**config.mk**
```make
export PLATFORM = sky130hd
export DESIGN_NAME = rtrig_cfg_reg
export DESIGN_NICKNAME = d
export VERILOG_FILES = /design/src/rtl/rtrig_pkg.sv /design/src/rtl/rtrig_access_filter.sv /design/src/rtl/rtrig_cfg_store.sv /design/src/rtl/rtrig_edge_detect.sv /design/src/rtl/rtrig_cfg_reg.sv
export SDC_FILE = /design/constraint.sdc
export NUM_CORES = 1
export LEC_CHECK = 0
export ABC_AREA = 0
export ABC_CLOCK_PERIOD_IN_PS = 1200
export BUFFER_PORTS_ARGS = -buffer_cell sky130_fd_sc_hd__buf_2
export CAP_MARGIN = 20
export CORE_ASPECT_RATIO = 0.75
export CORE_MARGIN = 1
export CORE_UTILIZATION = 40
export CTS_CLUSTER_SIZE = 8
export DETAILED_ROUTE_END_ITERATION = 10
export GPL_TIMING_DRIVEN = 0
export PLACE_DENSITY_LB_ADDON = 0.3
export SLEW_MARGIN = 0
export SYNTH_ARGS = -nofsm -noshare
export SYNTH_HDL_FRONTEND = slang
export SYNTH_HIERARCHICAL = 1
export SYNTH_SLANG_ARGS = --single-unit
```
**constraint.sdc**
```tcl
create_clock -name clk -period 1.2 [get_ports clk]
set_input_delay 0.12 -clock clk [delete_from_list [all_inputs] [get_ports clk]]
set_output_delay 0.12 -clock clk [all_outputs]
set_load 0.05 [all_outputs]
```
**src/rtl/rtrig_pkg.sv**
```systemverilog
package rtrig_pkg;
    localparam int REG_W = 32;
    typedef logic [REG_W-1:0] word_t;

    typedef struct packed {
        word_t cfg;
    } store_state_t;

    typedef struct packed {
        word_t samp;
        word_t prev;
    } edge_state_t;
endpackage

```
**src/rtl/rtrig_access_filter.sv**
```systemverilog
module rtrig_access_filter
    import rtrig_pkg::*;
#(
    parameter word_t IMPL_MASK = 32'h0024_4000
) (
    input  logic  acc_secure,
    input  logic  acc_priv,
    input  word_t sec_attr,
    input  word_t priv_attr,
    output word_t allow
);
    for (genvar i = 0; i < REG_W; i++) begin : g_bit
        if (IMPL_MASK[i]) begin : g_impl
            logic sec_ok;
            logic priv_ok;
            always_comb begin
                sec_ok   = !sec_attr[i] || acc_secure;
                priv_ok  = !priv_attr[i] || acc_priv;
                allow[i] = sec_ok && priv_ok;
            end
        end else begin : g_none
            assign allow[i] = 1'b0;
        end
    end
endmodule

```
**src/rtl/rtrig_cfg_store.sv**
```systemverilog
module rtrig_cfg_store
    import rtrig_pkg::*;
(
    input  logic  clk,
    input  logic  rst_n,
    input  logic  wr_en,
    input  word_t wr_data,
    input  word_t allow,
    output word_t cfg_q
);
    store_state_t st_d, st_q;
    word_t        wmask;

    always_comb begin
        st_d  = st_q;
        wmask = wr_en ? allow : '0;
        st_d.cfg = (st_q.cfg & ~wmask) | (wr_data & wmask);
    end

    always_ff @(posedge clk) begin
        if (!rst_n) st_q <= '0;
        else        st_q <= st_d;
    end

    assign cfg_q = st_q.cfg;

    AST_WRITE_TAKES: assert property (@(posedge clk) disable iff (!rst_n)
        wr_en |=> ((cfg_q & $past(allow)) == ($past(wr_data) & $past(allow))));
    AST_BLOCKED_KEEP: assert property (@(posedge clk) disable iff (!rst_n)
        wr_en |=> ((cfg_q & ~$past(allow)) == ($past(cfg_q) & ~$past(allow))));
    AST_IDLE_HOLD: assert property (@(posedge clk) disable iff (!rst_n)
        !wr_en |=> $stable(cfg_q));
endmodule

```
**src/rtl/rtrig_edge_detect.sv**
```systemverilog
module rtrig_edge_detect
    import rtrig_pkg::*;
(
    input  logic  clk,
    input  logic  rst_n,
    input  word_t lines,
    input  word_t enable,
    output word_t pulse
);
    edge_state_t ed_d, ed_q;

    always_comb begin
        ed_d      = ed_q;
        ed_d.samp = lines;
        ed_d.prev = ed_q.samp;
    end

    always_ff @(posedge clk) begin
        if (!rst_n) ed_q <= '0;
        else        ed_q <= ed_d;
    end

    assign pulse = ed_q.samp & ~ed_q.prev & enable;
endmodule

```
**src/rtl/rtrig_cfg_reg.sv**
```systemverilog
module rtrig_cfg_reg
    import rtrig_pkg::*;
#(
    parameter word_t IMPL_MASK = 32'h0024_4000
) (
    input  logic        clk,
    input  logic        rst_n,
    input  logic        bus_sel,
    input  logic        bus_we,
    input  logic [31:0] bus_wdata,
    output logic [31:0] bus_rdata,
    input  logic        bus_secure,
    input  logic        bus_priv,
    input  logic [31:0] line_sec_attr,
    input  logic [31:0] line_priv_attr,
    input  logic [31:0] line_in,
    output logic [31:0] trig_pulse
);
    word_t allow;
    word_t cfg_q;
    logic  wr_en;

    assign wr_en = bus_sel && bus_we;

    rtrig_access_filter #(.IMPL_MASK(IMPL_MASK)) u_filter (
        .acc_secure (bus_secure),
        .acc_priv   (bus_priv),
        .sec_attr   (line_sec_attr),
        .priv_attr  (line_priv_attr),
        .allow      (allow)
    );

    rtrig_cfg_store u_store (
        .clk     (clk),
        .rst_n   (rst_n),
        .wr_en   (wr_en),
        .wr_data (bus_wdata),
        .allow   (allow),
        .cfg_q   (cfg_q)
    );

    rtrig_edge_detect u_edge (
        .clk    (clk),
        .rst_n  (rst_n),
        .lines  (line_in),
        .enable (cfg_q),
        .pulse  (trig_pulse)
    );

    always_comb begin
        bus_rdata = bus_sel ? (cfg_q & allow) : '0;
    end

    AST_READ_FILTER: assert property (@(posedge clk) disable iff (!rst_n)
        (bus_rdata & ~(cfg_q & allow)) == '0);
    AST_PULSE_NEEDS_LINE: assert property (@(posedge clk) disable iff (!rst_n)
        (trig_pulse & ~$past(line_in)) == '0);
    AST_PULSE_SINGLE: assert property (@(posedge clk) disable iff (!rst_n)
        (trig_pulse & $past(trig_pulse)) == '0);
    AST_PULSE_GATED: assert property (@(posedge clk) disable iff (!rst_n)
        (trig_pulse & ~IMPL_MASK) == '0);
endmodule

```
# == Word level (Yosys, flattened, before mapping) ==
# Index checks and enable logic that the tools add are counted.
# totals
reg_bits,96
latchBits,0
mem_bits_rw,0
mem_bits_ro,0
word_cells,29
memories,0
# classes
add_sub_neg,0
n_mul,0
div_mod_pow,0
magnitude_cmp,0
n_eq_ne,0
shifts,0
mux,2
bitwise,8
reduce_logical,16
# op_table
cell,n
AND 32 bit,4
NOT 32 bit,2
AND 32 x 22 -> 32 bit,1
2-to-1 mux 32 bit,1
OR 32 bit,1
2-to-1 mux 22 bit,1
logical NOT 1 bit,6
logical OR 1 bit,6
logical AND 1 bit,4

# == Logic depth before layout (Yosys ltp) ==
# Gate-level depths: netlist (run 1).
# depth
ltp_word,7
depth_mapped,5
depth_no_buf,4

# == Cells and area by module ==
# Netlist (run 1), hierarchy kept.
# by_module_without_submodules
module,n_inst,cells_per_inst,area_per_inst_um2,seq_area_each_um2
rtrig_edge_detect,1,166,2030.7,1281.2
rtrig_cfg_store,1,170,1395.1,640.6
rtrig_access_filter,1,35,266.5,0.0
rtrig_cfg_reg,1,36,262.8,0.0

# == Worst setup path after synthesis (run 1) ==
# Ideal clock, no wire load.
# synth_path
kind,reg-to-output
startpoint,register u_edge/ed_q[0] (netlist name)
endpoint,output port trig_pulse[0]
arrival_ns,0.776
required_time_ns,1.080
path_slack_ns,0.304
stages_incl_launch_ff,2
n_path_buf,0
path_cell_list,dfxtp_1 -> and3b_1
# synth_via
elab_chain_cells,3
# synth_rtl
element,line_no,source
"start, declared",rtrig_edge_detect.sv:10,"edge_state_t ed_d, ed_q;"
"start signal, assigned",rtrig_edge_detect.sv:19,if (!rst_n) ed_q <= '0;
"start signal, assigned",rtrig_edge_detect.sv:20,else ed_q <= ed_d;
NOT 32 bit,rtrig_edge_detect.sv:23,assign pulse = ed_q.samp & ~ed_q.prev & enable;
AND 32 bit (2 in series),rtrig_edge_detect.sv:23,
"end, declared",rtrig_cfg_reg.sv:17,output logic [31:0] trig_pulse
# Every way passes these cells.

==> results of run 1 <==
-- routing by layer --
metal  wire, µm  global-route usage  part of all wire  vias up
li1           -                   -                 -     1612
met1       4250               0.219              0.46     1429
met2       4230               0.308              0.46       98
met3        685              0.0664             0.074        9
met4         82              0.0633            0.0089        0
met5          0                   0                 0        -
-- report_power, final --
part / switching, mW / internal, mW
sequential: 0.0535 / 3.33
combinational: 0.372 / 0.404
clock: 1.16 / 1.93
-- cell families (layout without fill, tap and decap cells) --
group	after synthesis	count (layout)	share of synthesized area
AO/OA/AOI/OAI	3	3	0.00949
AND/OR/NAND/NOR	225	225	0.336
other	1	29	0.000948
buffers and inverters	50	208	0.0870
multiplexers	32	32	0.0810
flip-flops	96	96	0.486
-- placed cells by master (no fill, tap or decap), types with 32 or more instances in the layout --
master / count
nand2_1: 96
and2_2: 32
and2_1: 33
dlygate4sd3_1: 32
and3_2: 32
buf_4: 36
mux2i_1: 32
and3b_1: 32
buf_6: 33
dfxtp_1: 83
buf_2: 83
-- through the flow --
stage / worst slack (ns) / power [mW] / util
after global routing: -0.00873 / 7.55 / 0.587
after global placement: -0.0491 / 4.11 / 0.496
final: 0.0302 / 7.26 / 0.587
after CTS: 0.00295 / 7.32 / 0.573
after floorplan: 0.304 / 3.88 / -
after detailed placement: -0.0408 / 4.12 / 0.496
-- worst max-delay path, delay by kind of cell, from the launching register on --
kind	cells	cell delay, ns
AND/OR/NAND/NOR	1	0.21
buffers and inverters	1	0.17
flip-flops	1	0.33
-- path summary, 6_finish.rpt --
| path | start | end | cells after the start |
|---|---|---|---|
| setup / recovery | register | trig_pulse[23] | 2 |
| hold / removal | bus_wdata[21] | register | 3 |
| setup reg to reg | register | register | 2 |
| hold reg to reg | u_edge/ed_d[23] | u_edge/ed_q[23] | 1 |
-- what timing repair did --
action	CTS	global route
hold buffers	32	0
pin swaps	0	4
resized for setup	35	43
endpoints found under the hold margin	32	0
endpoints found under the setup margin	35	31
-- layout make-up --
cell class,count,area (µm²)
fillers,852,3980
flip-flops and latches,96,1940
multi-input cells,289,1790
repair buffers,142,1070
plain buffers,48,337
clock buffers,11,253
well taps,132,165
clock inverters,5,78.8
inverters,2,7.51
==> results.yml, run 1 <==
run_status:
  status: "completed"
clock_network:
  worstSkewPairLatency_ns: 0.34
  clock_sinks: 96
  clk_pin_slew_ns: 0.06
  cts_setup_buffers: 0
  cts_buffers: 9
  clock_path_buffers: 2
  cts_tree: "yes"
  cts-root-buf: "clkbuf_16"
  ctsHtreeMaxLevel: 3
drt:
  routed_wirelength_um: 9250
  drc: 0
  dr_total_vias: 3148
  detail-route-antenna-nets: 0
  first_pass_iters: 4
  viasPerCell: 4.34
  avgRoutedWirePerCell_um: 12.8
  first_iter_violations: 62
worst_setup_path:
  slowest_stage: "dfxtp_1"
  path_max_fanout: 3
  cpPeakStageDelay_ns: 0.33
  r2r_slack_ns: 0.59
  crit_type: "register to primary output"
  worstPathArrival_ns: 1.05
  cp-end-kind: "primary output"
  crit_path_start_kind: "register"
  path_cells: "and3b_1 -> buf_6"
  required_ns: 1.08
floorplan:
  dieArea_mm2: 0.0103
  fp.coreArea_mm2: 0.00962
  die-width_um: 117
  io_pins: 198
  die_h_um: 88.1
  start_util: 0.411
  rows: 31
pwr:
  ir_drop_mv: 0.907
  leakagePower_nw: 2.96
  power_density_mw_per_mm2: 1290
job:
  max-cap-violations: 0
synthesis:
  synth_warnings: 6
  synth.avg_cell_area_um2: 9.72
  synth-seq-cells: 96
  ys_top_cells_by_area: "dfxtp_1, nand2_1, mux2i_1"
  ys_seq_area_frac: 0.486
  synth_ff_type: "dfxtp_1"
  synth_top_cell_by_area: "dfxtp_1"
  synth_edf_count: 0
  synth_cell_type_count: 14
  yosysTopAreaCellShare: 0.486
  async_flop_share: 0
  syn_inst: 407
  syn-cell-area_mm2: 0.00396
  netlist_top_cells_count: "dfxtp_1, nand2_1, and2_1"
sta:
  fin_tns_setup_ns: 0
  clock.fmax_mhz: 855
  hold_viol_final: 0
  setup_viol: 0
  min_period_ns: 1.17
  fin_skew_ns: 0.00296
  timing.final.crit_share: 0.975
  whs_ns: 0.0272
  drv_slew: 0
layout:
  stdcell_count: 725
  finalNetCount: 722
  syn_to_final_growth_pct: 42.7
  drive_gt1_frac: 0.432
  diodes: 0
  stdcell_area_mm2: 0.00564
global_route:
  grt_pass1_vias: 3049
  grt_pass1_wl_um: 14200
  grt_max_degree: 16
  antenna_found_initial: 0
  grt.overflow.total: 0
  track_usage: 0.184
place:
  hpwl_um: 6490
  placedInstanceArea_mm2: 0.00478
  port_buffers: 110
  gp_congestion: 0.702
  dp_cells: 677
min_path:
  min_path_type: "input port to register"
Note: power is estimated with default switching activity, not from simulation.
==> inputs of run 2 (changes only) <==
--- a/config.mk
+++ b/config.mk
@@ -15,7 +15,7 @@
 export CTS_CLUSTER_SIZE = 8
 export DETAILED_ROUTE_END_ITERATION = 10
 export GPL_TIMING_DRIVEN = 0
-export PLACE_DENSITY_LB_ADDON = 0.3
+export PLACE_DENSITY = 0.8
 export SLEW_MARGIN = 0
 export SYNTH_ARGS = -nofsm -noshare
 export SYNTH_HDL_FRONTEND = slang
==> run 2 against run 1 <==
Clock power about the same; first-iteration DRC count up 26%; non-clock buffer count unchanged; combinational power up 1%; maximum frequency up 0.22%; clock-buffer cell count unchanged; cell area down 0.58%; register-to-register slack worse by 0.03 ns; sequential cell count unchanged; final cell count unchanged; global-route usage up 0.99 points; critical path depth unchanged; critical path type unchanged; highest routed layer unchanged.
==> results.yml, run 2 (synthesis results as in run 1) <==
global_route:
  grt_max_degree: 16
  grt_pass1_vias: 3173
  track_usage: 0.194
  grt.overflow.total: 0
  grt_pass1_wl_um: 14900
  antenna_found_initial: 0
layout:
  final_cell_mix: "nand2_1, dfxtp_1, buf_2"
  regArea_mm2: 0.00194
  final_common_cell: "nand2_1"
  multi_input_area_mm2: 0.00179
  finalNetCount: 722
  syn_to_final_growth_pct: 41.9
  stdcell_count: 725
  fillers: 841
  drive_gt1_frac: 0.428
  diodes: 0
sta:
  min_period_ns: 1.17
  drv_slew: 0
  whs_ns: 0.0383
  clock.fmax_mhz: 857
  grt_setup_unrepaired: "yes"
  timing.final.crit_share: 0.973
  setup_viol: 0
  hold_viol_final: 0
  fin_skew_ns: 0.00408
clock_network:
  ctsHtreeMaxLevel: 3
  clock_sinks: 96
  cts-root-buf: "clkbuf_16"
  clk_pin_slew_ns: 0.06
  clock_path_buffers: 2
  worstSkewPairLatency_ns: 0.34
  cts_tree: "yes"
  cts_buffers: 9
job:
  max-cap-violations: 0
worst_setup_path:
  path_max_fanout: 3
  crit_path_start_kind: "register"
  cp-end-kind: "primary output"
  slowest_stage: "dfxtp_1"
  crit_type: "register to primary output"
  crit_buf_inv: 1
  required_ns: 1.08
  worstPathArrival_ns: 1.05
  cp_top_family: "flip-flops"
  path_cells: "and3b_1 -> buf_4"
  cpPeakStageDelay_ns: 0.35
  r2r_slack_ns: 0.56
floorplan:
  start_util: 0.411
  dieArea_mm2: 0.0103
  rows: 31
  die-width_um: 117
  io_pins: 198
  fp.coreArea_mm2: 0.00962
  die_h_um: 88.1
drt:
  routed_wirelength_um: 10100
  avgRoutedWirePerCell_um: 13.9
  first_iter_violations: 78
  drc: 0
  first_pass_iters: 4
  dr_total_vias: 3236
  viasPerCell: 4.46
  detail-route-antenna-nets: 0
place:
  dp_cells: 677
  hpwl_um: 6890
  port_buffers: 110
  gp_congestion: 0.743
pwr:
  ir_drop_mv: 0.886
  power_density_mw_per_mm2: 1290
  leakagePower_nw: 2.95
run_status:
  status: "completed"
min_path:
  min_path_type: "input port to register"
run 2: cell count changes in the layout (fill, tap and decap cells not counted):
cell        change
buf_4           +6
buf_6           -6
clkinvlp_4      +2
clkbuf_1        +1
clkbuf_8        -1
clkinv_2        -1
clkinv_4        -1
dfxtp_1         +1
dfxtp_2         -1
run 2: stage by stage:
stage                     instance area (µm²)  power, mW  TNS [ns]  setup slack [ns]  utilization
final                                    5610       7.24         0            0.0328        0.583
after global routing                     5610       7.53   -0.0224           -0.0193        0.583
after CTS                                5510       7.27         0           0.00167        0.572
after detailed placement                 4780       4.13    -0.211           -0.0842        0.496
after global placement                   4780       4.11    -0.168           -0.0653        0.496
after floorplan                          4060       3.88         0             0.304            -
run 2: per-layer routing:
| layer | up-vias | wire length [µm] | GRT usage |
|---|---|---|---|
| li1 | 1620 | - | - |
| met1 | 1511 | 4280 | 0.219 |
| met2 | 92 | 5010 | 0.344 |
| met3 | 13 | 664 | 0.0692 |
| met4 | 0 | 128 | 0.0598 |
| met5 | - | 0 | 0 |
run 2: worst reg2reg max path: stages (launching register included):
cell     delay [ns]
dfxtp_2        0.34
nand2_1        0.05
mux2i_1        0.17
run 2: what timing repair did:
action | 4_1_cts | 5_1_grt
pin swaps | 0 | 4
resized for setup | 40 | 31
endpoints found under the hold margin | 30 | 2
buffers inserted | 0 | 0
endpoints found under the setup margin | 35 | 25
hold buffers | 30 | 2
run 2: cell type report:
type,instances,share of cell area
plain buffers,48,0.0600
clock buffers,11,0.0433
clock inverters,5,0.0143
inverters,2,0.00134
multi-input cells,289,0.320
flip-flops and latches,96,0.345
well taps,132,0.0294
repair buffers,142,0.187
run 2: worst paths after layout:
path	from	endpoint	cells past startpoint
setup / recovery	register	trig_pulse[20]	2
hold / removal	bus_wdata[18]	register	3
setup reg to reg	register	register	2
hold reg to reg	u_edge/ed_d[23]	u_edge/ed_q[23]	1
run 2: power by group:
part,total (mW),internal (mW),switching (mW)
Sequential,3.38,3.33,0.0567
Combinational,0.787,0.403,0.384
Clock,3.07,1.88,1.19
